### config.mk
export PLATFORM = sky130hd
export DESIGN_NAME = bypass_divider
export DESIGN_NICKNAME = d
export VERILOG_FILES = /design/src/rtl/bid_pkg.sv /design/src/rtl/bid_cfg.sv /design/src/rtl/bid_slot.sv /design/src/rtl/bid_core.sv /design/src/rtl/bypass_divider.sv
export SDC_FILE = /design/constraint.sdc
export NUM_CORES = 1
export LEC_CHECK = 0
export ABC_CLOCK_PERIOD_IN_PS = 2400
export BUFFER_PORTS_ARGS = -buffer_cell sky130_fd_sc_hd__buf_2
export CORE_UTILIZATION = 40
export CTS_BUF_LIST = sky130_fd_sc_hd__clkbuf_16
export DETAILED_ROUTE_END_ITERATION = 6
export SETUP_SLACK_MARGIN = 0.4
export SLEW_MARGIN = 20
export SYNTH_ARGS = -nofsm -noshare
export SYNTH_HDL_FRONTEND = slang
export SYNTH_SLANG_ARGS = --single-unit
### constraint.sdc
create_clock -name clk -period 2.4 [get_ports clk]
set_input_delay 0.12 -clock clk [delete_from_list [all_inputs] [get_ports clk]]
set_output_delay 0.12 -clock clk [all_outputs]
set_load 0.02 [all_outputs]
### src/rtl/bid_pkg.sv
package bid_pkg;
  typedef enum logic [1:0] {
    A_CTRL     = 2'd0,
    A_TOGGLE   = 2'd1,
    A_DIV_XTAL = 2'd2,
    A_DIV_REF  = 2'd3
  } bid_addr_e;

  localparam int SETTLE_TICKS = 2;
  localparam int SETTLE_W     = 2;
  localparam int PATH_REF     = 0;
  localparam int PATH_XTAL    = 1;
  localparam int NUM_PATHS    = 2;
endpackage

### src/rtl/bid_cfg.sv
module bid_cfg
  import bid_pkg::*;
#(
  parameter int DIV_W = 8
) (
  input  logic             clk,
  input  logic             rst_n,
  input  logic             wr_en,
  input  logic [1:0]       wr_addr,
  input  logic [DIV_W-1:0] wr_data,
  output logic             gate_q,
  output logic             wait_en_q,
  output logic             sel_req_q,
  output logic [NUM_PATHS-1:0] div_accept,
  output logic             err_zero,
  output logic             err_gated
);
  logic div_write;
  logic div_zero;
  logic div_refused;

  function automatic logic is_div_addr(input logic [1:0] a);
    return (a == A_DIV_XTAL) || (a == A_DIV_REF);
  endfunction

  assign div_write   = wr_en && is_div_addr(wr_addr);
  assign div_zero    = div_write && (wr_data == '0);
  assign div_refused = div_write && !div_zero && gate_q;

  always_comb begin
    div_accept = '0;
    if (div_write && !div_zero && !gate_q) begin
      div_accept[PATH_XTAL] = (wr_addr == A_DIV_XTAL);
      div_accept[PATH_REF]  = (wr_addr == A_DIV_REF);
    end
  end

  always_ff @(posedge clk) begin
    if (!rst_n) begin
      gate_q    <= 1'b0;
      wait_en_q <= 1'b0;
      sel_req_q <= 1'b1;
      err_zero  <= 1'b0;
      err_gated <= 1'b0;
    end else begin
      if (wr_en && wr_addr == A_CTRL) begin
        gate_q    <= wr_data[0];
        wait_en_q <= wr_data[1];
      end
      if (wr_en && wr_addr == A_TOGGLE && wr_data[0])
        sel_req_q <= ~sel_req_q;
      if (div_zero)    err_zero  <= 1'b1;
      if (div_refused) err_gated <= 1'b1;
    end
  end

  // the zero-write flag never drops once raised
  a_r6_zero_sticky: assert property (@(posedge clk) disable iff (!rst_n)
    $past(err_zero) |-> err_zero);
  // the refused-write flag never drops once raised
  a_r7_gated_sticky: assert property (@(posedge clk) disable iff (!rst_n)
    $past(err_gated) |-> err_gated);
  // no divide write is accepted while the gate is set
  a_r7_no_accept_gated: assert property (@(posedge clk) disable iff (!rst_n)
    gate_q |-> div_accept == '0);
endmodule

### src/rtl/bid_slot.sv
module bid_slot #(
  parameter int DIV_W     = 8,
  parameter int DIV_RESET = 1
) (
  input  logic             clk,
  input  logic             rst_n,
  input  logic             wr_accept,
  input  logic [DIV_W-1:0] wr_value,
  input  logic             apply,
  output logic [DIV_W-1:0] ratio,
  output logic             busy
);
  logic [DIV_W-1:0] pending;

  always_ff @(posedge clk) begin
    if (!rst_n) begin
      ratio   <= DIV_W'(DIV_RESET);
      pending <= DIV_W'(DIV_RESET);
      busy    <= 1'b0;
    end else begin
      if (apply && busy) ratio <= pending;
      if (wr_accept) begin
        pending <= wr_value;
        busy    <= 1'b1;
      end else if (apply) begin
        busy <= 1'b0;
      end
    end
  end

  // an accepted write raises busy on the next cycle
  a_r5_busy_on_write: assert property (@(posedge clk) disable iff (!rst_n)
    wr_accept |=> busy);
  // the active ratio is never zero
  a_r6_ratio_nonzero: assert property (@(posedge clk) disable iff (!rst_n)
    ratio != '0);
  // the ratio changes only while a change is in progress
  a_r5_ratio_only_when_busy: assert property (@(posedge clk) disable iff (!rst_n)
    !$stable(ratio) |-> $past(busy));
endmodule

### src/rtl/bid_core.sv
module bid_core
  import bid_pkg::*;
#(
  parameter int DIV_W = 8
) (
  input  logic             clk,
  input  logic             rst_n,
  input  logic             xtal_tick,
  input  logic             ref_tick,
  input  logic             wfi,
  input  logic             gate,
  input  logic             wait_en,
  input  logic             sel_req,
  input  logic [DIV_W-1:0] ratio_xtal,
  input  logic [DIV_W-1:0] ratio_ref,
  input  logic             any_busy,
  output logic             apply,
  output logic             sel_act,
  output logic             clk_en_out
);
  logic [DIV_W-1:0]    cnt_q;
  logic [SETTLE_W-1:0] settle_left;
  logic                tick_sel;
  logic [DIV_W-1:0]    limit;
  logic                settling;
  logic                period_end;
  logic                pulse_mask;

  function automatic logic last_tick(input logic [DIV_W-1:0] c,
                                     input logic [DIV_W-1:0] lim);
    return c == (lim - DIV_W'(1));
  endfunction

  assign tick_sel   = sel_act ? xtal_tick : ref_tick;
  assign limit      = sel_act ? ratio_xtal : ratio_ref;
  assign settling   = (settle_left != '0);
  assign period_end = !settling && tick_sel && last_tick(cnt_q, limit);
  assign apply      = settling && tick_sel && (settle_left == SETTLE_W'(1));
  assign pulse_mask = gate || (wait_en && wfi);

  always_ff @(posedge clk) begin
    if (!rst_n) begin
      cnt_q       <= '0;
      settle_left <= '0;
      sel_act     <= 1'b1;
      clk_en_out  <= 1'b0;
    end else begin
      clk_en_out <= period_end && !pulse_mask;
      if (period_end) begin
        cnt_q   <= '0;
        sel_act <= sel_req;
        if (any_busy) settle_left <= SETTLE_W'(SETTLE_TICKS);
      end else if (!settling && tick_sel) begin
        cnt_q <= cnt_q + DIV_W'(1);
      end
      if (settling && tick_sel) settle_left <= settle_left - SETTLE_W'(1);
    end
  end

  // no pulse follows a cycle with the gate set
  a_r7_no_pulse_gated: assert property (@(posedge clk) disable iff (!rst_n)
    clk_en_out |-> !$past(gate));
  // no pulse follows a cycle with wait gating active
  a_r8_wait_mask: assert property (@(posedge clk) disable iff (!rst_n)
    clk_en_out |-> !$past(wait_en && wfi));
  // no pulse is produced from a settle cycle
  a_r5_quiet_settle: assert property (@(posedge clk) disable iff (!rst_n)
    clk_en_out |-> !$past(settling));
  // the source changes only with the count at its start
  a_r3_switch_at_boundary: assert property (@(posedge clk) disable iff (!rst_n)
    !$stable(sel_act) |-> cnt_q == '0);
  // the count stays below the active limit outside a ratio change
  a_r2_count_in_range: assert property (@(posedge clk) disable iff (!rst_n)
    !settling && !any_busy |-> cnt_q < limit);
endmodule

### src/rtl/bypass_divider.sv
module bypass_divider
  import bid_pkg::*;
#(
  parameter int DIV_W     = 8,
  parameter int DIV_RESET = 1
) (
  input  logic             clk,
  input  logic             rst_n,
  input  logic             xtal_tick,
  input  logic             ref_tick,
  input  logic             wfi,
  input  logic             wr_en,
  input  logic [1:0]       wr_addr,
  input  logic [DIV_W-1:0] wr_data,
  output logic             clk_en_out,
  output logic             busy_xtal,
  output logic             busy_ref,
  output logic             src_is_xtal,
  output logic             err_zero,
  output logic             err_gated
);
  logic                 gate_q;
  logic                 wait_en_q;
  logic                 sel_req_q;
  logic                 apply;
  logic [NUM_PATHS-1:0] div_accept;
  logic [NUM_PATHS-1:0] busy_vec;
  logic [DIV_W-1:0]     ratio_vec [NUM_PATHS];

  bid_cfg #(.DIV_W(DIV_W)) u_cfg (
    .clk(clk), .rst_n(rst_n), .wr_en(wr_en), .wr_addr(wr_addr),
    .wr_data(wr_data), .gate_q(gate_q), .wait_en_q(wait_en_q),
    .sel_req_q(sel_req_q), .div_accept(div_accept),
    .err_zero(err_zero), .err_gated(err_gated)
  );

  for (genvar p = 0; p < NUM_PATHS; p++) begin : g_path
    bid_slot #(.DIV_W(DIV_W), .DIV_RESET(DIV_RESET)) u_slot (
      .clk(clk), .rst_n(rst_n), .wr_accept(div_accept[p]),
      .wr_value(wr_data), .apply(apply),
      .ratio(ratio_vec[p]), .busy(busy_vec[p])
    );
  end

  bid_core #(.DIV_W(DIV_W)) u_core (
    .clk(clk), .rst_n(rst_n), .xtal_tick(xtal_tick), .ref_tick(ref_tick),
    .wfi(wfi), .gate(gate_q), .wait_en(wait_en_q), .sel_req(sel_req_q),
    .ratio_xtal(ratio_vec[PATH_XTAL]), .ratio_ref(ratio_vec[PATH_REF]),
    .any_busy(|busy_vec), .apply(apply), .sel_act(src_is_xtal),
    .clk_en_out(clk_en_out)
  );

  assign busy_xtal = busy_vec[PATH_XTAL];
  assign busy_ref  = busy_vec[PATH_REF];

  // a busy flag clears only on the settle tick that loads the new ratio
  a_r5_busy_clear_on_apply: assert property (@(posedge clk) disable iff (!rst_n)
    $fell(busy_xtal) |-> $past(apply));
endmodule

; Word level (Yosys, flattened, before mapping)
; Index checks and enable logic that the tools add are counted.
[totals]
reg_bits = 51
input_bits = 16
output_inout_bits = 6
elab_cells = 66
[classes]
add_sub_neg = 3
n_eq_ne = 5
mux = 9
bitwise = 2
n_reduce_logical = 32
[ops]
columns = operator, count
row1 = 1-bit logical AND, 16
row2 = 2-bit nonzero test, 5
row3 = "8-bit by 1-bit adder with 8-bit output, second input constant", 1
row4 = 8-bit == test, 1
row5 = 8-bit logical NOT, 1
row6 = 2-bit 2-to-1 mux, 4
row7 = 8-bit 2-to-1 mux, 1
row8 = "8-bit by 1-bit subtractor with 8-bit output, second input constant", 1
row9 = "2-bit by 1-bit == test with 1-bit output, second input constant", 2
row10 = "2-bit == test, second input constant", 2
row11 = 1-bit logical NOT, 4
row12 = 1-bit 2-to-1 mux, 4
row13 = 2-bit OR reduction, 2
row14 = 2-bit logical NOT, 1
row15 = 1-bit logical OR, 2
row16 = 1-bit NOT, 2
row17 = 2-bit AND reduction, 1
row18 = "2-bit by 1-bit subtractor with 2-bit output, second input constant", 1

; Depth between registers and ports, before layout
[depth]
ltp_word = 9
ltp_mapped = 10
ltp_nobuf = 8

; Hierarchy
; Synthesis repeated with hierarchy kept, for this count alone.
[hier_totals]
cells_unflattened = 262
area_unflattened_um2 = 2592.5
[by_module_without_submodules]
columns = module, instances, cells_per_inst, area_each_um2, seq_area_each_um2
row1 = bid_slot, 2, 66, 693.2, 340.3
row2 = bid_core, 1, 105, 960.9, 240.2
row3 = bid_cfg, 1, 24, 239.0, 100.1
row4 = bypass_divider, 1, 1, 6.3, 0.0

; Least setup slack after synthesis
; No wires, ideal clock.
[synth_path]
path_kind = register to register
start = reg u_core.sel_act
end = reg u_core.cnt_q[0]
arrival_ps = 2424
required_time_ps = 2279
setup_slack_ps = -145
path_stages_with_launch = 11
path_buffers = 2
cell_sequence = dfxtp_1 > buf_6 > buf_2 > mux2i_1 > ha_1 > xnor2_1 > xnor2_1 > nand4_1 > or4_4 > o21ai_4 > nor2_1
[synth_between]
elab_chain_cells = 5
[synth_rtl]
columns = item, line
row1 = "start, declared", bid_core.sv:18  ; output logic sel_act,
row2 = "start signal, assigned", bid_core.sv:51  ; sel_act <= sel_req;
row3 = 8-bit 2-to-1 mux, bid_core.sv:35  ; assign limit = sel_act ? ratio_xtal : ratio_ref;
row4 = 8-bit by 1-bit subtractor with 8-bit output, bid_core.sv:31  ; return c == (lim - DIV_W'(1));
row5 = 8-bit == test, bid_core.sv:31
row6 = 1-bit logical AND, bid_core.sv:37  ; assign period_end = !settling && tick_sel && last_tick(cnt_q, limit);
row7 = 2-bit OR reduction (no source line), n/a
row8 = "end signal, assigned", bid_core.sv:54  ; cnt_q <= cnt_q + DIV_W'(1);
row9 = "end, declared", bid_core.sv:21  ; logic [DIV_W-1:0] cnt_q;
; Several ways; a longest one is shown, not always the timed one.
; A chain may end at the register's enable or synchronous reset.

; Worst setup path in the final report
[layout_path]
start = reg u_core.sel_act
end = reg u_core.cnt_q[1]
; Same word-level chain as after synthesis.

==> results.md <==
- The flow ran to the end, and the final reports show no timing, DRC or antenna violations.
- Before antenna repair, the detailed router went through 4 iterations.
- The area taken by flip-flops and latches is between 1000 and 1500 sq um.
- Cell internal power was estimated by the tool at around 1700 uW.
- The share of total power in sequential cells is 0.411.
- The commonest register cell after synthesis is dfxtp_1.
- The floorplan has 27 rows.
- Of the total synthesized cell area, the portion taken by full adders, half adders and majority gates is 0.0208.
- Routability-driven placement finished with a final weighted congestion of 0.790.
- The via count normalized by instance count is 4.97.
- The cell count after synthesis is 243.
- The post-route clock period utilization is 0.956.
- The worst hold path was traced through 3 stages.
- The post-cts hold buffer count is 0.
- In this run the static leakage power is 0.00125 uW.
- In the synthesized netlist, the cells that appear most often are dfxtp_1 (51), mux2i_1 (44), nor2b_1 (34), nand2_1 (16), nor2_1 (15).
- The fraction of power spent switching nets is 0.286.
- The tree is rooted in a clkbuf_16.
- The share of the synthesized area in compound gates (AO/OA/AOI/OAI) was 0.0483.
- Entering global routing, the biggest net connects 35 pins.
- The portion of synthesized area spent on multiplexers is 0.183.
- The post-route setup TNS is 0 ns.
- Measured against its own limit, the worst slew margin works out to 0.719.
- Of the total synthesized cell area, the portion taken by AND, OR, NAND and NOR gates is 0.224.
- The remaining number of nets flagged by the antenna check after routing is 0.
- The number of global-route vias before repair came to 1682.
- The all-layer global routing usage is 0.168.
- The final critical-path required period is ~2.3 ns.
- In this run the worst path has a maximum fanout of 8.
- Across all layers, the routed design uses approximately 1800 vias.
- In the post-synthesis netlist, the biggest area contributors are dfxtp_1 (42%), mux2i_1 (18%), nor2b_1 (8.8%).
- Synthesis instantiated 41 different standard cells from the library.
- The total global routing overflow is 0.
- For the worst flop-to-flop path, the logic depth is 8.
- The fraction of registers with async set/reset is 0.
- For the worst-skew pair, the clock arrives at the later sink with an insertion delay of 0.29 ns.
- The analysis attributes to net switching a power of 662 uW.
- The post-route clock skew is 0.00831 ns.
- The H-tree was split into 2 levels.
- Setup violations remaining at the end of the flow were counted as 0.
- For this design the top-level I/O count stands at 22.
- Of the total power, combinational logic draws 0.261.
- The area of the multi-input gates is 1400 sq um.
- The number of warnings reported in the yosys synthesis log is 0.
- The area growth from synthesis to final layout is 22.2%.
- Of the total synthesized cell area, the portion taken by XOR and XNOR cells is 0.0763.
- The area of the die is 6340 sq um.
- The synthesized design spends more area on one cell type than any other, namely dfxtp_1.
- The CTS buffer count is 5.
- The sum of net half-perimeters after detailed placement is 3.47 mm.
- The longest clock path from root to sink contains 2 buffers.
- From bottom edge to top edge, the die measures 79.6 microns.
- After detailed routing, the number of remaining DRC violations is 0.
- The kind of critical path is flop to flop.
- The worst hold-check path type is input port to flop.
- The final layout contains 301 nets.
- Setup repair after global routing could not meet its margin everywhere.
- The standard cell core area is 5640 sq um.
- For this design the ratio of total power to cell area is between 700 and 800 nW/um^2.
- The sequential share of the synthesized area is 0.424.
- TritonCTS built the clock tree.
- The overall die width is 79.6 microns.
- The max-slew violation total from the final report came to 0.
- The actual transition at the worst max-transition pin is ~0.42 ns.
- Averaged over all synthesized cells, the footprint is just under 10 sq um.
- The repair_antennas step left the layout with diodes totalling 0.
- The peak supply drop is 0.465 mV.
- The maximum clock frequency is roughly 440 MHz.
- The post-synthesis register bit count is 51.
- The number of antenna violations at the first check in global routing is 0.
- The total standard cell area after synthesis is ~2400 sq um.
- Data on the critical path is required at its endpoint by 2.57 ns.
- Input and output buffers added on the ports amount to 21.
- After filler insertion, the fill cell instance count of the layout stands at 511.
- The number of max-cap violations is 0.
- The number of DRC markers in iteration 0 is 46.
- The category of the worst setup path capture point is a flop.
- For this block, the routed nets add up to 4.91 mm of wire.
- The share of total power dissipated in the clock network is 0.328.
- The number of clock sinks seen by CTS is slightly above 50.
- The worst endpoint data arrival time is 2.47 ns.
- The number of nets handed over by synthesis was 263.
- The top-area cell type share of the netlist area is 0.424.
- The fraction of final layout cells sized beyond drive strength 1 is 0.230.
- The most frequent cell after synthesis is dfxtp_1.
- The first-pass GRT wire length is 8.16 mm.
- The hold slack is 0.121 ns.
- After detailed routing, the average wire length per cell comes to roughly 14 microns.
- Yosys mapped a number of flops with a built-in enable equal to 0.
- The critical path launch point type is a flop.
- The initial core utilization is 0.427.
- After synthesis, the largest family of logic cells by area is simple AND/OR/NAND/NOR gates.
- The final hold violation count is 0.
- The clock-pin slew on the worst setup and hold paths is 0.07 ns.
power by group through the flow:
stage,Combinational [uW],Clock [uW],Sequential [uW]
5_1_grt,658,821,958
4_1_cts,542,787,952
2_1_floorplan,388,0,969
3_5_place_dp,496,0,979
3_3_place_gp,495,0,976
6_report,605,761,951
registers in the layout, indices dropped and copies added (netlist names):
register	cells
u_cfg.gate_q	1
g_path.u_slot.ratio	16
g_path.u_slot.pending	16
u_cfg.sel_req_q	1
u_core.cnt_q	8
g_path.u_slot.busy	2
u_core.clk_en_out	1
u_cfg.wait_en_q	1
u_core.sel_act	1
u_cfg.err_gated	1
u_cfg.err_zero	1
u_core.settle_left	2
metal layers:
| layer | vias to the layer above | wire (microns) | global-route usage |
|---|---|---|---|
| met5 | - | 0 | 0 |
| met2 | 21 | 2130 | 0.250 |
| met1 | 816 | 2620 | 0.241 |
| li1 | 918 | - | - |
| met3 | 4 | 111 | 0.0343 |
| met4 | 0 | 46 | 0.0491 |
worst paths after layout:
check        slack [ns]                           to            from
max                0.11              u_core.cnt_q[1]  u_core.sel_act
min                0.12  g_path[0].u_slot.pending[6]      wr_data[6]
max reg2reg        0.11              u_core.cnt_q[1]  u_core.sel_act
min reg2reg        0.47               u_cfg.err_zero  u_cfg.err_zero
layout by cell type (no fill, tap or decap), types with 2 or more instances in the layout:
master	netlist	layout
a21oi_1	3	3
buf_2	1	21
buf_4	0	19
clkbuf_16	0	6
dfxtp_1	51	50
ha_1	4	3
inv_1	3	4
mux2i_1	44	43
nand2_1	16	16
nand3_1	2	2
nand4_1	4	4
nor2_1	15	15
nor2b_1	34	34
nor3_1	3	2
nor3b_1	3	3
o21ai_0	3	3
or3b_1	2	2
or4_1	3	2
or4_4	1	2
xnor2_1	14	13
xor2_1	7	7
logic make-up after synthesis:
| family | count (synthesis) |
|---|---|
| buffers and inverters | 13 |
| DFF | 51 |
| AOI/OAI and AO/OA | 16 |
| and+or+nand+nor | 94 |
| muxes | 44 |
| xor gates and xnor gates | 21 |
| adders and majority gates | 4 |
final cells by class:
class                           instances  area share
Inverter                                3     0.00382
Tap cell                               72      0.0306
Clock buffer                            6      0.0510
Timing Repair Buffer                   41      0.0879
Clock inverter                          2     0.00425
Sequential cell                        51       0.348
Multi-Input combinational cell        179       0.475
critical path: stages, from the launching register on:
cell and delay [ns]:
dfxtp_4 0.39, mux2i_2 0.25, ha_2 0.24, xnor2_2 0.11, xnor2_1 0.14, nand4_1 0.11
or4_4 0.61, o21ai_4 0.25, nor2_1 0.08
through the flow:
stage	total power, uW	worst slack [ns]	cell area, sq um	util	std cells
6_report	2320	0.106	2950	0.522	354
3_3_place_gp	1470	0.0366	2690	0.477	341
4_1_cts	2280	0.119	2880	0.511	352
3_5_place_dp	1470	0.00642	2690	0.477	341
5_1_grt	2440	-0.00630	2950	0.522	354
2_1_floorplan	1360	0.0794	2420	-	243
timing repair:
item | CTS | global route
pin swaps | 5 | 8
resized for setup | 1 | 11
endpoints found under the setup margin | 12 | 12
buffers inserted | 3 | 2
cloned | 0 | 0
(Power assumes the default switching activity.)
